`src/rtl/tmr8_pkg.sv`:
```
// Package: shared encodings for the dual-compare timer.
// Assumes: pin-action and clear-select codes are two bits wide.
package tmr8_pkg;

    typedef enum logic [1:0] {
        ACT_HOLD   = 2'b00,
        ACT_LOW    = 2'b01,
        ACT_HIGH   = 2'b10,
        ACT_TOGGLE = 2'b11
    } pin_act_e;

    typedef enum logic [1:0] {
        CLR_NONE = 2'b00,
        CLR_ON_A = 2'b01,
        CLR_ON_B = 2'b10,
        CLR_RSVD = 2'b11
    } clr_sel_e;

    typedef enum logic [1:0] {
        IRQ_NONE = 2'b00,
        IRQ_A    = 2'b01,
        IRQ_B    = 2'b10,
        IRQ_OVF  = 2'b11
    } irq_id_e;

    localparam int unsigned N_SRC   = 3;
    localparam int unsigned SRC_A   = 0;
    localparam int unsigned SRC_B   = 1;
    localparam int unsigned SRC_OVF = 2;

    // Next pin level for one action code applied to the current level.
    function automatic logic apply_act(input pin_act_e act, input logic cur);
        case (act)
            ACT_LOW:    return 1'b0;
            ACT_HIGH:   return 1'b1;
            ACT_TOGGLE: return ~cur;
            default:    return cur;
        endcase
    endfunction

endpackage

```
`src/rtl/tmr8_counter.sv`:
```
// Counter core: up-counter with load, two comparators, clear select and
// wrap detection. Events are combinational and valid only on a live tick
// (a tick with no software load in the same cycle).
// Assumes: cmp_a/cmp_b are stable register outputs.
module tmr8_counter
    import tmr8_pkg::*;
#(
    parameter int unsigned W = 8
) (
    input  logic         clk,
    input  logic         rst_n,
    input  logic         tick,
    input  logic         load,
    input  logic [W-1:0] load_val,
    input  logic [W-1:0] cmp_a,
    input  logic [W-1:0] cmp_b,
    input  clr_sel_e     clr_sel,
    output logic [W-1:0] count,
    output logic         hit_a,
    output logic         hit_b,
    output logic         wrap
);
    localparam logic [W-1:0] CNT_MAX = {W{1'b1}};

    logic live;
    logic do_clr;

    // Event decode for the current tick.
    always_comb begin
        live   = tick & ~load;
        hit_a  = live && (count == cmp_a);
        hit_b  = live && (count == cmp_b);
        do_clr = ((clr_sel == CLR_ON_A) && hit_a) || ((clr_sel == CLR_ON_B) && hit_b);
        wrap   = live && !do_clr && (count == CNT_MAX);
    end

    // Counter register: load beats clear, clear beats increment.
    always_ff @(posedge clk) begin
        if (!rst_n)      count <= '0;
        else if (load)   count <= load_val;
        else if (do_clr) count <= '0;
        else if (live)   count <= count + 1'b1;
    end

    a_r2_hold: assert property (@(posedge clk) disable iff (!rst_n)
        (!tick && !load) |=> $stable(count));
    a_r3_wrap_zero: assert property (@(posedge clk) disable iff (!rst_n)
        wrap |=> (count == '0));
    a_r4_clear_a: assert property (@(posedge clk) disable iff (!rst_n)
        (hit_a && clr_sel == CLR_ON_A) |=> (count == '0));
    a_r12_load_wins: assert property (@(posedge clk) disable iff (!rst_n)
        load |=> (count == $past(load_val)));
endmodule

```
`src/rtl/tmr8_irq.sv`:
```
// Flag and interrupt unit: sticky flags (set wins over clear), per-source
// enable gating and a fixed-priority source code (A > B > wrap).
// Assumes: clr_wr is a single-cycle write strobe to the flag register.
module tmr8_irq
    import tmr8_pkg::*;
(
    input  logic             clk,
    input  logic             rst_n,
    input  logic [N_SRC-1:0] set_evt,
    input  logic             clr_wr,
    input  logic [N_SRC-1:0] clr_data,
    input  logic [N_SRC-1:0] ie,
    output logic [N_SRC-1:0] flags,
    output logic [N_SRC-1:0] irq_line,
    output irq_id_e          irq_sel
);
    for (genvar i = 0; i < N_SRC; i++) begin : g_flag
        // One sticky flag: event sets, written zero clears.
        always_ff @(posedge clk) begin
            if (!rst_n)                     flags[i] <= 1'b0;
            else if (set_evt[i])            flags[i] <= 1'b1;
            else if (clr_wr && !clr_data[i]) flags[i] <= 1'b0;
        end
    end

    // Request lines gated by enables.
    assign irq_line = flags & ie;

    // Fixed-priority encode of the pending requests.
    always_comb begin
        if (irq_line[SRC_A])        irq_sel = IRQ_A;
        else if (irq_line[SRC_B])   irq_sel = IRQ_B;
        else if (irq_line[SRC_OVF]) irq_sel = IRQ_OVF;
        else                        irq_sel = IRQ_NONE;
    end

    a_r6_sticky: assert property (@(posedge clk) disable iff (!rst_n)
        (flags[SRC_A] && !clr_wr) |=> flags[SRC_A]);
    a_r6_set_wins: assert property (@(posedge clk) disable iff (!rst_n)
        set_evt[SRC_B] |=> flags[SRC_B]);
    a_r8_top_a: assert property (@(posedge clk) disable iff (!rst_n)
        irq_line[SRC_A] |-> (irq_sel == IRQ_A));
    a_r8_none: assert property (@(posedge clk) disable iff (!rst_n)
        (irq_sel == IRQ_NONE) |-> (irq_line == '0));
endmodule

```
`src/rtl/tmr8_pin.sv`:
```
// Pin driver: applies the action code of the compare that hit; A overrides
// B when both hit in the same tick.
// Assumes: hit_a/hit_b are already qualified with a live tick.
module tmr8_pin
    import tmr8_pkg::*;
(
    input  logic       clk,
    input  logic       rst_n,
    input  logic       hit_a,
    input  logic       hit_b,
    input  logic [3:0] act_sel,
    output logic       pin
);
    pin_act_e act;

    // Pick the action: A first, then B, else hold.
    always_comb begin
        if (hit_a)      act = pin_act_e'(act_sel[1:0]);
        else if (hit_b) act = pin_act_e'(act_sel[3:2]);
        else            act = ACT_HOLD;
    end

    // Pin register.
    always_ff @(posedge clk) begin
        if (!rst_n) pin <= 1'b0;
        else        pin <= apply_act(act, pin);
    end

    a_r9_hold: assert property (@(posedge clk) disable iff (!rst_n)
        (!hit_a && !hit_b) |=> $stable(pin));
    a_r9_toggle: assert property (@(posedge clk) disable iff (!rst_n)
        (hit_a && act_sel[1:0] == 2'b11) |=> (pin != $past(pin)));
    a_r10_a_wins: assert property (@(posedge clk) disable iff (!rst_n)
        (hit_a && hit_b && act_sel[1:0] == 2'b10) |=> pin);
endmodule

```
`src/rtl/dual_cmp_timer8.sv`:
```
// Top: register file plus counter core, flag/interrupt unit and pin driver.
// Assumes: W >= 5 so control fields fit; reads are combinational on addr.
module dual_cmp_timer8
    import tmr8_pkg::*;
#(
    parameter int unsigned W = 8
) (
    input  logic         clk,
    input  logic         rst_n,
    input  logic         cnt_en,
    input  logic         wr_en,
    input  logic [2:0]   addr,
    input  logic [W-1:0] wr_data,
    output logic [W-1:0] rd_data,
    output logic         pulse_out,
    output logic         irq_cmpa,
    output logic         irq_cmpb,
    output logic         irq_ovf,
    output logic [1:0]   irq_sel
);
    localparam logic [2:0] A_CNT  = 3'd0;
    localparam logic [2:0] A_CMPA = 3'd1;
    localparam logic [2:0] A_CMPB = 3'd2;
    localparam logic [2:0] A_CTRL = 3'd3;
    localparam logic [2:0] A_ACT  = 3'd4;
    localparam logic [2:0] A_FLAG = 3'd5;
    localparam logic [W-1:0] CMP_RST = {W{1'b1}};

    logic [W-1:0]     cmp_a, cmp_b, count;
    clr_sel_e         clr_sel;
    logic [N_SRC-1:0] ie, flags, irq_line, evt;
    logic [3:0]       act_sel;
    logic             hit_a, hit_b, wrap;
    irq_id_e          sel_code;

    // Software-owned configuration registers.
    always_ff @(posedge clk) begin
        if (!rst_n) begin
            cmp_a   <= CMP_RST;
            cmp_b   <= CMP_RST;
            clr_sel <= CLR_NONE;
            ie      <= '0;
            act_sel <= '0;
        end else if (wr_en) begin
            case (addr)
                A_CMPA: cmp_a <= wr_data;
                A_CMPB: cmp_b <= wr_data;
                A_CTRL: begin
                    clr_sel <= clr_sel_e'(wr_data[1:0]);
                    ie      <= wr_data[4:2];
                end
                A_ACT:  act_sel <= wr_data[3:0];
                default: ;
            endcase
        end
    end

    tmr8_counter #(.W(W)) u_cnt (
        .clk(clk), .rst_n(rst_n), .tick(cnt_en),
        .load(wr_en && addr == A_CNT), .load_val(wr_data),
        .cmp_a(cmp_a), .cmp_b(cmp_b), .clr_sel(clr_sel),
        .count(count), .hit_a(hit_a), .hit_b(hit_b), .wrap(wrap)
    );

    assign evt = {wrap, hit_b, hit_a};

    tmr8_irq u_irq (
        .clk(clk), .rst_n(rst_n), .set_evt(evt),
        .clr_wr(wr_en && addr == A_FLAG), .clr_data(wr_data[N_SRC-1:0]),
        .ie(ie), .flags(flags), .irq_line(irq_line), .irq_sel(sel_code)
    );

    tmr8_pin u_pin (
        .clk(clk), .rst_n(rst_n), .hit_a(hit_a), .hit_b(hit_b),
        .act_sel(act_sel), .pin(pulse_out)
    );

    assign irq_cmpa = irq_line[SRC_A];
    assign irq_cmpb = irq_line[SRC_B];
    assign irq_ovf  = irq_line[SRC_OVF];
    assign irq_sel  = sel_code;

    // Read multiplexer.
    always_comb begin
        case (addr)
            A_CNT:   rd_data = count;
            A_CMPA:  rd_data = cmp_a;
            A_CMPB:  rd_data = cmp_b;
            A_CTRL:  rd_data = {{(W-5){1'b0}}, ie, clr_sel};
            A_ACT:   rd_data = {{(W-4){1'b0}}, act_sel};
            A_FLAG:  rd_data = {{(W-N_SRC){1'b0}}, flags};
            default: rd_data = '0;
        endcase
    end

    a_r7_line_needs_flag: assert property (@(posedge clk) disable iff (!rst_n)
        irq_ovf |-> flags[SRC_OVF]);
    a_r1_reset_cmp: assert property (@(posedge clk)
        !rst_n |=> (cmp_a == CMP_RST && cmp_b == CMP_RST));
endmodule

```
`config.mk`:
```
export PLATFORM = sky130hd
export DESIGN_NAME = dual_cmp_timer8
export DESIGN_NICKNAME = d
export VERILOG_FILES = /design/src/rtl/tmr8_pkg.sv /design/src/rtl/tmr8_counter.sv /design/src/rtl/tmr8_irq.sv /design/src/rtl/tmr8_pin.sv /design/src/rtl/dual_cmp_timer8.sv
export SDC_FILE = /design/constraint.sdc
export NUM_CORES = 1
export LEC_CHECK = 0
export BUFFER_PORTS_ARGS = -buffer_cell sky130_fd_sc_hd__buf_2
export CAP_MARGIN = 40
export CORE_MARGIN = 8
export CORE_UTILIZATION = 50
export DETAILED_ROUTE_END_ITERATION = 8
export PLACE_DENSITY_LB_ADDON = 0.2
export SLEW_MARGIN = 20
export SYNTH_ARGS = -nofsm -noshare
export SYNTH_HDL_FRONTEND = slang
export SYNTH_HIERARCHICAL = 1
export SYNTH_SLANG_ARGS = --single-unit
export TNS_END_PERCENT = 1
```
`constraint.sdc`:
```
create_clock -name clk -period 2.2 [get_ports clk]
set_input_delay 0.33 -clock clk [delete_from_list [all_inputs] [get_ports clk]]
set_output_delay 0.33 -clock clk [all_outputs]
set_load 0.1 [all_outputs]
```
## Word level (Yosys, flattened, before mapping)

Index checks and enable logic that the tools add are counted.

- Output and inout bits: 14
- Word-level logic and storage cells: 70
- Input bits: 15
- Register bits after elaboration: 37

- Bitwise gates (word level): 4
- Add/subtract/negate cells: 1
- Muxes and demuxes: 16
- Reduce and logical (&&, ||, !) cells: 26
- Equal/unequal tests: 13

Operators by type and width:

| kind | count |
|---|---|
| case mux 8 bit (6 select lines) | 1 |
| two-way mux 8 bit | 3 |
| == test 8 bit | 2 |
| logical AND 1 bit | 11 |
| two-way mux 2 bit | 5 |
| adder 8 x 1 -> 8 bit, second input constant | 1 |
| == test 8 bit, second input constant | 1 |
| AND reduction 2 bit | 4 |
| == test 2 bit, second input constant | 3 |
| == test 3 x 2 -> 1 bit, second input constant | 2 |
| == test 3 bit, second input constant | 2 |
| two-way mux 1 bit | 6 |
| nonzero test 2 bit | 3 |
| nonzero test 3 bit | 2 |
| == test 2 x 1 -> 1 bit, second input constant | 2 |
| logical NOT 1 bit | 4 |
| AND 3 bit | 1 |
| == test 3 x 1 -> 1 bit, second input constant | 1 |
| logical NOT 3 bit | 1 |
| case mux 1 bit (3 select lines) | 1 |
| NOT 1 bit | 2 |
| AND 1 bit | 1 |
| logical OR 1 bit | 1 |

## Logic depth before layout (Yosys ltp)

Gate-level depths: netlist (run 1).

- Depth after elaboration: 11
- Gate-level depth with buffers: 10
- Gate-level depth less buffers: 8

## By module

Netlist (run 1), hierarchy kept.

By module, submodules not included:

| module | instances | area each (µm²) | cells an instance | seq. area each (µm²) |
|---|---|---|---|---|
| dual_cmp_timer8 | 1 | 1311.3 | 128 | 500.5 |
| tmr8_counter | 1 | 735.7 | 88 | 160.2 |
| tmr8_irq | 1 | 145.1 | 19 | 60.1 |
| tmr8_pin | 1 | 63.8 | 8 | 20.0 |

## Least setup slack after synthesis (run 1)

OpenSTA, ideal clock, no wires.

- Kind: in2out
- Start: input addr[2]
- End: output rd_data[3]
- Cell stages on the path: 3
- Slack: -1.015 ns
- Arrival: 2.885 ns
- Data required time: 1.870 ns
- Buffers on the path: 1
- Cell sequence: clkbuf_1 or2b_1 o21ai_0

- Word-level cells in the longest chain between the ends: 2
- Elaborated cells on any way between the ends: 7
- Classes of those cells: 5 x eq/ne; 1 x mux; 1 x reduce/logical

Ends and longest elaborated chain:

| item | line | RTL |
|---|---|---|
| start, declared | dual_cmp_timer8.sv:12 | `input logic [2:0] addr,` |
| == test 3 bit (tied with other cells) | dual_cmp_timer8.sv:85 | `case (addr)` |
| case mux 8 bit (6 select lines) (*) | dual_cmp_timer8.sv:85 |  |
| end, declared | dual_cmp_timer8.sv:14 | `output logic [W-1:0] rd_data,` |

Mark *: on every way between the ends. The rest lies on a longest branch, timed or not.

## Final worst setup path (run 1)

- Start: register u_cnt.count[1]
- End: register u_irq.flags[2]

- Word-level cells in the longest chain between the ends: 8
- Elaborated cells on any way between the ends: 13
- Classes of those cells: 3 x eq/ne; 1 x mux; 9 x reduce/logical

Ends and longest elaborated chain:

| item | line | RTL |
|---|---|---|
| start, declared | tmr8_counter.sv:18 | `output logic [W-1:0] count,` |
| start signal, assigned | tmr8_counter.sv:40 | `else if (load) count <= load_val;` |
| start signal, assigned | tmr8_counter.sv:42 | `else if (live) count <= count + 1'b1;` |
| == test 8 bit, on equally long branches | tmr8_counter.sv:31, tmr8_counter.sv:32 |  |
| logical AND 1 bit, on equally long branches | tmr8_counter.sv:31, tmr8_counter.sv:32 |  |
| logical AND 1 bit | tmr8_counter.sv:33 | `do_clr = ((clr_sel == CLR_ON_A) && hit_a) \|\| ((clr_sel == CLR_ON_B) && hit_b);` |
| logical OR 1 bit | tmr8_counter.sv:33 |  |
| logical NOT 1 bit | tmr8_counter.sv:34 | `wrap = live && !do_clr && (count == CNT_MAX);` |
| logical AND 1 bit | tmr8_counter.sv:34 |  |
| logical AND 1 bit (*) | tmr8_counter.sv:34 |  |
| named net wrap | dual_cmp_timer8.sv:33 | `logic hit_a, hit_b, wrap;` |
| two-way mux 1 bit or nonzero test 2 bit (tied branches) | - |  |
| end signal, assigned by index | tmr8_irq.sv:20 | `if (!rst_n) flags[i] <= 1'b0;` |
| end signal, assigned by index | tmr8_irq.sv:21 | `else if (set_evt[i]) flags[i] <= 1'b1;` |
| end signal, assigned by index | tmr8_irq.sv:22 | `else if (clr_wr && !clr_data[i]) flags[i] <= 1'b0;` |
| end, declared | tmr8_irq.sv:13 | `output logic [N_SRC-1:0] flags,` |

Mark *: on every way through the listed nets, which the timed path passes. The rest lies on a longest branch.
A chain may end at the register's enable or synchronous reset.

==> results of run 1 <==
cell usage after synthesis (all sizes together), types with 2 or more instances:
cell type / number / share of area
buf: 13 / 0.046
clkbuf: 5 / 0.0089
nand4: 6 / 0.017
o21ai: 5 / 0.011
a21oi: 3 / 0.0067
nor2b: 11 / 0.031
dfxtp: 37 / 0.33
mux2i: 36 / 0.16
nor4bb: 2 / 0.0089
a2bb2oi: 3 / 0.012
nor3: 2 / 0.0044
o221ai: 3 / 0.012
nand3: 12 / 0.027
nor2: 13 / 0.022
nor3b: 3 / 0.010
xnor2: 16 / 0.070
xor2: 6 / 0.023
o31ai: 8 / 0.027
and4bb: 2 / 0.011
nand2: 28 / 0.047
nand2b: 2 / 0.0055
o22ai: 2 / 0.0055
mux2: 3 / 0.015
nand4b: 2 / 0.011
inv: 6 / 0.010
cells by family (layout without fill, tap and decap cells):
group                    Yosys count  in the layout
AND/OR/NAND/NOR                   91             91
XOR/XNOR                          22             22
buffers and inverters             24             53
flip-flops                        37             37
adder cells (fa/ha/maj)            1              1
AO/OA/AOI/OAI                     28             28
multiplexers                      40             40
critical path: cells and delay by family, from the launching register on:
kind	cells	cell delay [ps]
AO/OA/AOI/OAI	1	130
flip-flops	1	400
buffers and inverters	1	200
XOR/XNOR	1	140
AND/OR/NAND/NOR	5	1080
routing by layer:
metal	track usage	routed length [um]
met5	0	0
met4	0.0479	41
met3	0.0381	353
met2	0.253	2570
met1	0.226	2740
cell type report:
type                       instances  area share
tap                               52      0.0251
inverter                           6     0.00867
sequential                        37       0.285
timing repair buffer              39       0.109
clock buffer                       7      0.0333
clock inverter                     1      0.0116
multi-input combinational        182       0.527
stage by stage:
step / cells / hold slack [ps] / power (mW)
after global routing: 324 / 301 / 1.71
final: 324 / 293 / 1.64
after floorplan: 243 / 456 / 0.955
after CTS: 324 / 287 / 1.65
after detailed placement: 316 / 463 / 1.05
after global placement: 316 / 459 / 1.04
report_power, final:
part	switching, mW	total [mW]	leakage, nW	internal [mW]
registers	0.0200	0.706	0.300	0.686
clock network	0.240	0.610	0.0585	0.370
logic	0.204	0.326	0.696	0.121
total	0.465	1.64	1.05	1.18
state kept, by name (all words and copies together), names as in the netlist:
register / count
clr_sel: 2
act_sel: 4
u_cnt/count: 8
cmp_a: 8
u_pin/pin: 1
cmp_b: 8
u_irq/flags: 3
ie: 3
worst paths after layout:
kind | depth (start not counted) | to | start | slack [ps]
worst min register to register | 1 | u_pin/pin | u_pin/pin | 480
worst max-delay path | 8 | u_irq/flags[2] | u_cnt/count[1] | 150
worst max register to register | 8 | u_irq/flags[2] | u_cnt/count[1] | 150
worst min-delay path | 3 | cmp_a[7] | wr_data[7] | 290
==> impl_metrics.ini, run 1 <==
[floorplanning]
boundaryPins = 29
rows = 24
dieArea_um2 = 6920
fp.dieH_um = 83.2
die_w_um = 83.2
start_util = 0.518
core_area_um2 = 4350

[worst_setup_path]
end_kind = flip-flop
arrival_ps = 2230
crit_chain = buf_4 > xnor2_4 > nand3_1 > or4_4 > o41ai_4 > nor2_1 > nor3b_1 > nor2_1
path_common_cell = nor2_1
cpPeakStageDelay_ps = 540
slowest_stage = or4_4
cp-start-kind = flip-flop
required_ps = 2390
worstSetupPathType = reg2reg
crit_path_max_fanout = 9

[layout]
fill_cells = 395
multi_input_area_um2 = 1370
syn2layout_area_growth_pct = 15.1
mostFrequentLayoutCells = dfxtp_1 (37), mux2i_1 (36), nand2_1 (28), buf_2 (24), xnor2_1 (15)
fin_util = 0.596
diodes = 0
seqCellArea_um2 = 741
final_layout_size_suffix_gt1_frac = 0.210
fin_area_um2 = 2600
layout_commonest_cell = dfxtp_1
fin_nets = 287

[clock_tree]
cts_root_buf = clkbuf_8
cts.repair.resized = 0
clkTransAtPathRegs_ps = 80
insertion_delay_ps = 290
cts_hold_repair.buffers = 0
cts_max_path_buffers = 2
cts_setup_buffers = 0
cts_buffers = 5
cts_tree = yes
cts_num_sinks = 37
htreeDepth = 2

[sta]
fin_crit_ps = 2050
maxSlewHeadroom = 0.594
rsz0062_at_grt = no
hold_violations = 0
finalSetupViolCount = 0
layout_setup_ws_ps = 151
fin_setup_tns_ps = 0
max_slew.worst_pin.slew_ps = 607
fmax_mhz = 488
clock_skew_ps = 9.81
finalCritPeriodShare = 0.931
slew_violations = 0

[synthesis]
syn_area_per_cell_um2 = 9.28
netlist_instances = 243
synthSimpleGateAreaFrac = 0.222
synth_edf_count = 0
async_flop_share = 0
syn_nets = 259
synth-xor-area-share = 0.0937
ys_seq_area_frac = 0.328
synth_compound_area_frac = 0.0987
ys_types = 46
synth_area_um2 = 2260
ys_warn_count = 6
synth_mux_area_frac = 0.186
synth_top_family_by_area = simple AND/OR/NAND/NOR gates
synth_flop_cell = dfxtp_1
synthAdderAreaFrac = 0.00555
synth_seq_cells = 37

[place]
port_buffers = 28
dpl-instance-area_um2 = 2480
place_ws_ps = 44.6
dpl.hpwl_mm = 4.25
gp_congestion = 0.875

[routing]
firstDrtPassIters = 4
wirelength_mm = 5.71
drt-initial-drc-count = 101
vias = 1841
viasPerCell = 5.68
route.detailed.drc = 0
wire_per_inst_um = 17.6
ant_nets = 0

[pwr]
power.density_nw_per_um2 = 632
leakage_nw = 1.05
ir_worst_vdd_v = 0.000425

[flow_run]
maxCapViolCount = 0

[global_route]
antenna_found_initial = 0
grt_pass1_wl_mm = 9.48
first_global_vias = 1811
grt.overflow.total = 0
grtUsageTotal = 0.166
grt_max_degree = 22

[hold_path]
hold_class = in2reg

[status]
status = finished, final reports clean
Power figures use the tool's default switching activity.
==> run 2: changes to the inputs <==
--- a/config.mk
+++ b/config.mk
@@ -8,9 +8,11 @@
 export BUFFER_PORTS_ARGS = -buffer_cell sky130_fd_sc_hd__buf_2
 export CAP_MARGIN = 40
 export CORE_MARGIN = 8
-export CORE_UTILIZATION = 50
+export CORE_UTILIZATION = 52
+export CTS_BUF_LIST = sky130_fd_sc_hd__clkbuf_8
 export DETAILED_ROUTE_END_ITERATION = 8
 export PLACE_DENSITY_LB_ADDON = 0.2
+export RECOVER_POWER = 50
 export SLEW_MARGIN = 20
 export SYNTH_ARGS = -nofsm -noshare
 export SYNTH_HDL_FRONTEND = slang
==> run 2 against run 1 <==
  * Combinational power fell by 3%
  * Sequential cell count unchanged
  * Clock power is 21% lower
  * Die area down 3.1%
  * Sequential share of layout area is 0.49 points higher
  * Cell area fell by 1.7%
  * Clock skew shrank 2.8 ps
  * Core utilization rose by 0.23 points
  * Hold slack got worse by 8.3 ps
  * Sequential power about the same
  * Cell count grew 0.31%
  * Worst setup slack gained 86 ps
  * Critical path type unchanged
  * Critical endpoint unchanged
  * Largest cell class unchanged
==> impl_metrics.ini, run 2 (synthesis results as in run 1) <==
[worst_setup_path]
critPathTopFamily = simple AND/OR/NAND/NOR gates
crit_chain = xnor2_1 > nand3_1 > or4_4 > o41ai_4 > nor2_1 > nor3b_1 > nor2_1
slowest_stage = or4_4
cpPeakStageDelay_ps = 540
worstSetupPathType = reg2reg
path_common_cell = nor2_1
crit_buf_inv = 0
end_kind = flip-flop
cp-start-kind = flip-flop
required_ps = 2390
crit_path_max_fanout = 9
arrival_ps = 2160

[routing]
firstDrtPassIters = 4
vias = 1812
wirelength_mm = 5.49
route.detailed.drc = 0
wire_per_inst_um = 16.9
ant_nets = 0
drt-initial-drc-count = 122
viasPerCell = 5.58

[sta]
max_slew.worst_pin.slew_ps = 636
finalSetupViolCount = 0
whs_ps = 285
clock_skew_ps = 7.01
fmax_mhz = 509
slew_violations = 0
hold_violations = 0
finalCritPeriodShare = 0.892
fin_crit_ps = 1960
maxSlewHeadroom = 0.576
rsz0062_at_grt = no

[pwr]
power_mw = 1.50
leakage_nw = 1.02
power.density_nw_per_um2 = 589
ir_worst_vdd_v = 0.000315

[clock_tree]
cts_setup_buffers = 0
cts.repair.resized = 0
cts_buffers = 5
htreeDepth = 2
cts_root_buf = clkbuf_8
cts_max_path_buffers = 2
cts_tree = yes
clkTransAtPathRegs_ps = 80
insertion_delay_ps = 300
cts_hold_repair.buffers = 0
cts_num_sinks = 37

[global_route]
grt.overflow.total = 0
antenna_found_initial = 0
grtUsageTotal = 0.176
grt_pass1_wl_mm = 9.14
grt_max_degree = 21
first_global_vias = 1801

[layout]
diodes = 0
final_layout_size_suffix_gt1_frac = 0.198
layout_commonest_cell = dfxtp_1
syn2layout_area_growth_pct = 13.1
mostFrequentLayoutCells = dfxtp_1 (37), mux2i_1 (36), nand2_1 (28), buf_2 (25), xnor2_1 (15)
fin_nets = 288
top_regs = cmp_a (8), cmp_b (8), u_cnt/count (8)

[hold_path]
hold_class = in2reg

[floorplanning]
die_w_um = 81.9
fp.dieH_um = 81.9
dieArea_um2 = 6700
start_util = 0.529
core_area_um2 = 4260
rows = 24
boundaryPins = 29

[place]
gp_congestion = 0.793
port_buffers = 28
dpl.hpwl_mm = 4.14

[status]
status = finished, final reports clean

[flow_run]
maxCapViolCount = 0
## run 2: final timing paths
path | cells after the start | slack [ps] | start | to
worst max-delay path | 7 | 240 | u_cnt/count[4] | u_irq/flags[2]
worst min-delay path | 3 | 280 | wr_data[6] | cmp_a[6]
worst max register to register | 7 | 240 | u_cnt/count[4] | u_irq/flags[2]
worst min register to register | 1 | 490 | u_pin/pin | u_pin/pin
## run 2: tightest hold or removal path, cell delays in order
cell     delay [ps]
buf_2           100
mux2i_1          60
nand2_1          60
## run 2: metrics by stage
step           TNS, ps  cells  area (um2)   util  setup slack (ps)
4_1_cts              0    325        2570  0.602               246
3_5_place_dp         0    317        2480  0.581              65.2
5_1_grt              0    325        2550  0.599               110
2_1_floorplan    -2870    243        2260      -              -466
6_report             0    325        2550  0.599               237
3_3_place_gp         0    317        2480  0.581               133
## run 2: layout make-up
cell class / instances / area (um2)
clock buffers: 5 / 68.8
clock inverters: 3 / 22.5
fillers: 392 / 1710
inverters: 6 / 22.5
multi-input cells: 182 / 1370
flip-flops and latches: 37 / 741
well taps: 52 / 65.1
repair buffers: 40 / 264
## run 2: metal layers
metal / GRT usage / up-vias / routed length (um)
li1: - / 914 / -
met1: 0.233 / 859 / 2670
met2: 0.275 / 35 / 2540
met3: 0.0449 / 4 / 229
met4: 0.0509 / 0 / 47
met5: 0 / - / 0
## run 2: where the power goes
| group | total (mW) | leakage (nW) | internal [mW] | switching, mW |
|---|---|---|---|---|
| sequential | 0.705 | 0.300 | 0.686 | 0.0184 |
| clock | 0.483 | 0.0364 | 0.222 | 0.261 |
| combinational | 0.315 | 0.686 | 0.115 | 0.201 |
==> run 3: changes to the inputs <==
--- a/config.mk
+++ b/config.mk
@@ -11,7 +11,7 @@
 export CORE_UTILIZATION = 52
 export CTS_BUF_LIST = sky130_fd_sc_hd__clkbuf_8
 export DETAILED_ROUTE_END_ITERATION = 8
-export PLACE_DENSITY_LB_ADDON = 0.2
+export PLACE_DENSITY = 0.69
 export RECOVER_POWER = 50
 export SLEW_MARGIN = 20
 export SYNTH_ARGS = -nofsm -noshare
==> run 3 against run 2 <==
  * Cell count is the same
  * Hold slack improved by 4.3 ps
  * Die area unchanged
  * Sequential cell count unchanged
  * Wire length is 3.1% higher
  * Sequential share of layout area down 0.25 points
  * Maximum frequency down 0.86%
  * Total power grew 8.3%
  * Global-route usage is 0.34 points higher
  * Non-clock buffer count did not move
  * Worst setup slack got worse by 17 ps
==> impl_metrics.ini, run 3 (synthesis results as in run 1) <==
[floorplanning]
die_w_um = 81.9
dieArea_um2 = 6700
rows = 24
boundaryPins = 29
fp.dieH_um = 81.9
core_area_um2 = 4260
start_util = 0.529

[sta]
layout_setup_ws_ps = 220
max_slew.worst_pin.slew_ps = 565
clock_skew_ps = 7.23
fin_crit_ps = 1980
fin_setup_tns_ps = 0
fmax_mhz = 505
finalSetupViolCount = 0
finalCritPeriodShare = 0.900
whs_ps = 289
hold_violations = 0
maxSlewHeadroom = 0.623
rsz0062_at_grt = no
slew_violations = 0

[routing]
wire_per_inst_um = 17.4
drt-initial-drc-count = 111
wirelength_mm = 5.66
viasPerCell = 5.80
firstDrtPassIters = 4
route.detailed.drc = 0
ant_nets = 0
vias = 1885

[clock_tree]
cts_root_buf = clkbuf_8
cts.repair.resized = 0
htreeDepth = 2
cts_setup_buffers = 0
insertion_delay_ps = 290
cts_num_sinks = 37
cts_hold_repair.buffers = 0
cts_buffers = 5
cts_max_path_buffers = 2
cts_tree = yes
clkTransAtPathRegs_ps = 80

[worst_setup_path]
required_ps = 1870
worstSetupPathType = reg2out
r2r_start = u_cnt/count[1]
cp-start-kind = flip-flop
end_kind = primary output
arrival_ps = 1650
crit_path_max_fanout = 3
startpoint = act_sel[3]

[layout]
layout_commonest_cell = dfxtp_1
mostFrequentLayoutCells = dfxtp_1 (37), mux2i_1 (36), nand2_1 (28), buf_2 (23), xnor2_1 (15)
instances_no_fill = 325
top_regs = cmp_a (8), cmp_b (8), u_cnt/count (8)
fin_util = 0.604
fin_nets = 288
diodes = 0
final_layout_size_suffix_gt1_frac = 0.194
syn2layout_area_growth_pct = 14.1

[global_route]
grt_pass1_wl_mm = 9.19
grt.overflow.total = 0
grt_max_degree = 24
grtUsageTotal = 0.180
antenna_found_initial = 0
first_global_vias = 1865

[status]
status = finished, final reports clean

[place]
port_buffers = 28
gp_congestion = 0.840
dp.cells = 317
dpl.hpwl_mm = 4.16
place_ws_ps = 255

[pwr]
ir_worst_vdd_v = 0.000492
leakage_nw = 1.04
power.density_nw_per_um2 = 632

[hold_path]
hold_class = in2reg
min_from = wr_data[6]

[flow_run]
maxCapViolCount = 0
run 3: where the power goes:
part	leakage [nW]	internal, mW	switching, mW
clock network	0.0543	0.339	0.264
logic	0.686	0.116	0.198
registers	0.300	0.686	0.0237
total	1.04	1.14	0.485
run 3: final cells by class:
class,count,area [um2]
clock buffers,5,68.8
fillers,384,1690
well taps,52,65.1
flip-flops and latches,37,741
multi-input cells,182,1360
repair buffers,40,269
clock inverters,3,46.3
inverters,6,22.5
run 3: per-stage QoR:
step / instance area, um2 / total power, mW
2_1_floorplan: 2260 / 0.955
3_3_place_gp: 2470 / 1.04
3_5_place_dp: 2470 / 1.04
4_1_cts: 2590 / 1.64
5_1_grt: 2570 / 1.69
6_report: 2570 / 1.63
run 3: critical path: stages (launching register included):
cell      delay, ps
dfxtp_1         380
nor4bb_1        300
a21oi_1          80
o21ai_1         130
buf_2           460
run 3: worst paths after layout:
path	to	slack, ps	cells after the start
worst max-delay path	rd_data[3]	220	4
worst min register to register	u_pin/pin	480	1
worst min-delay path	cmp_b[6]	290	3
worst max register to register	u_pin/pin	300	8
run 3: layer usage:
layer  GRT usage  vias up  wire length [um]
li1            -      920                 -
met1       0.236      904              2530
met2       0.279       52              2670
met3      0.0394        9               368
met4      0.0684        0                93
met5           0        -                 0
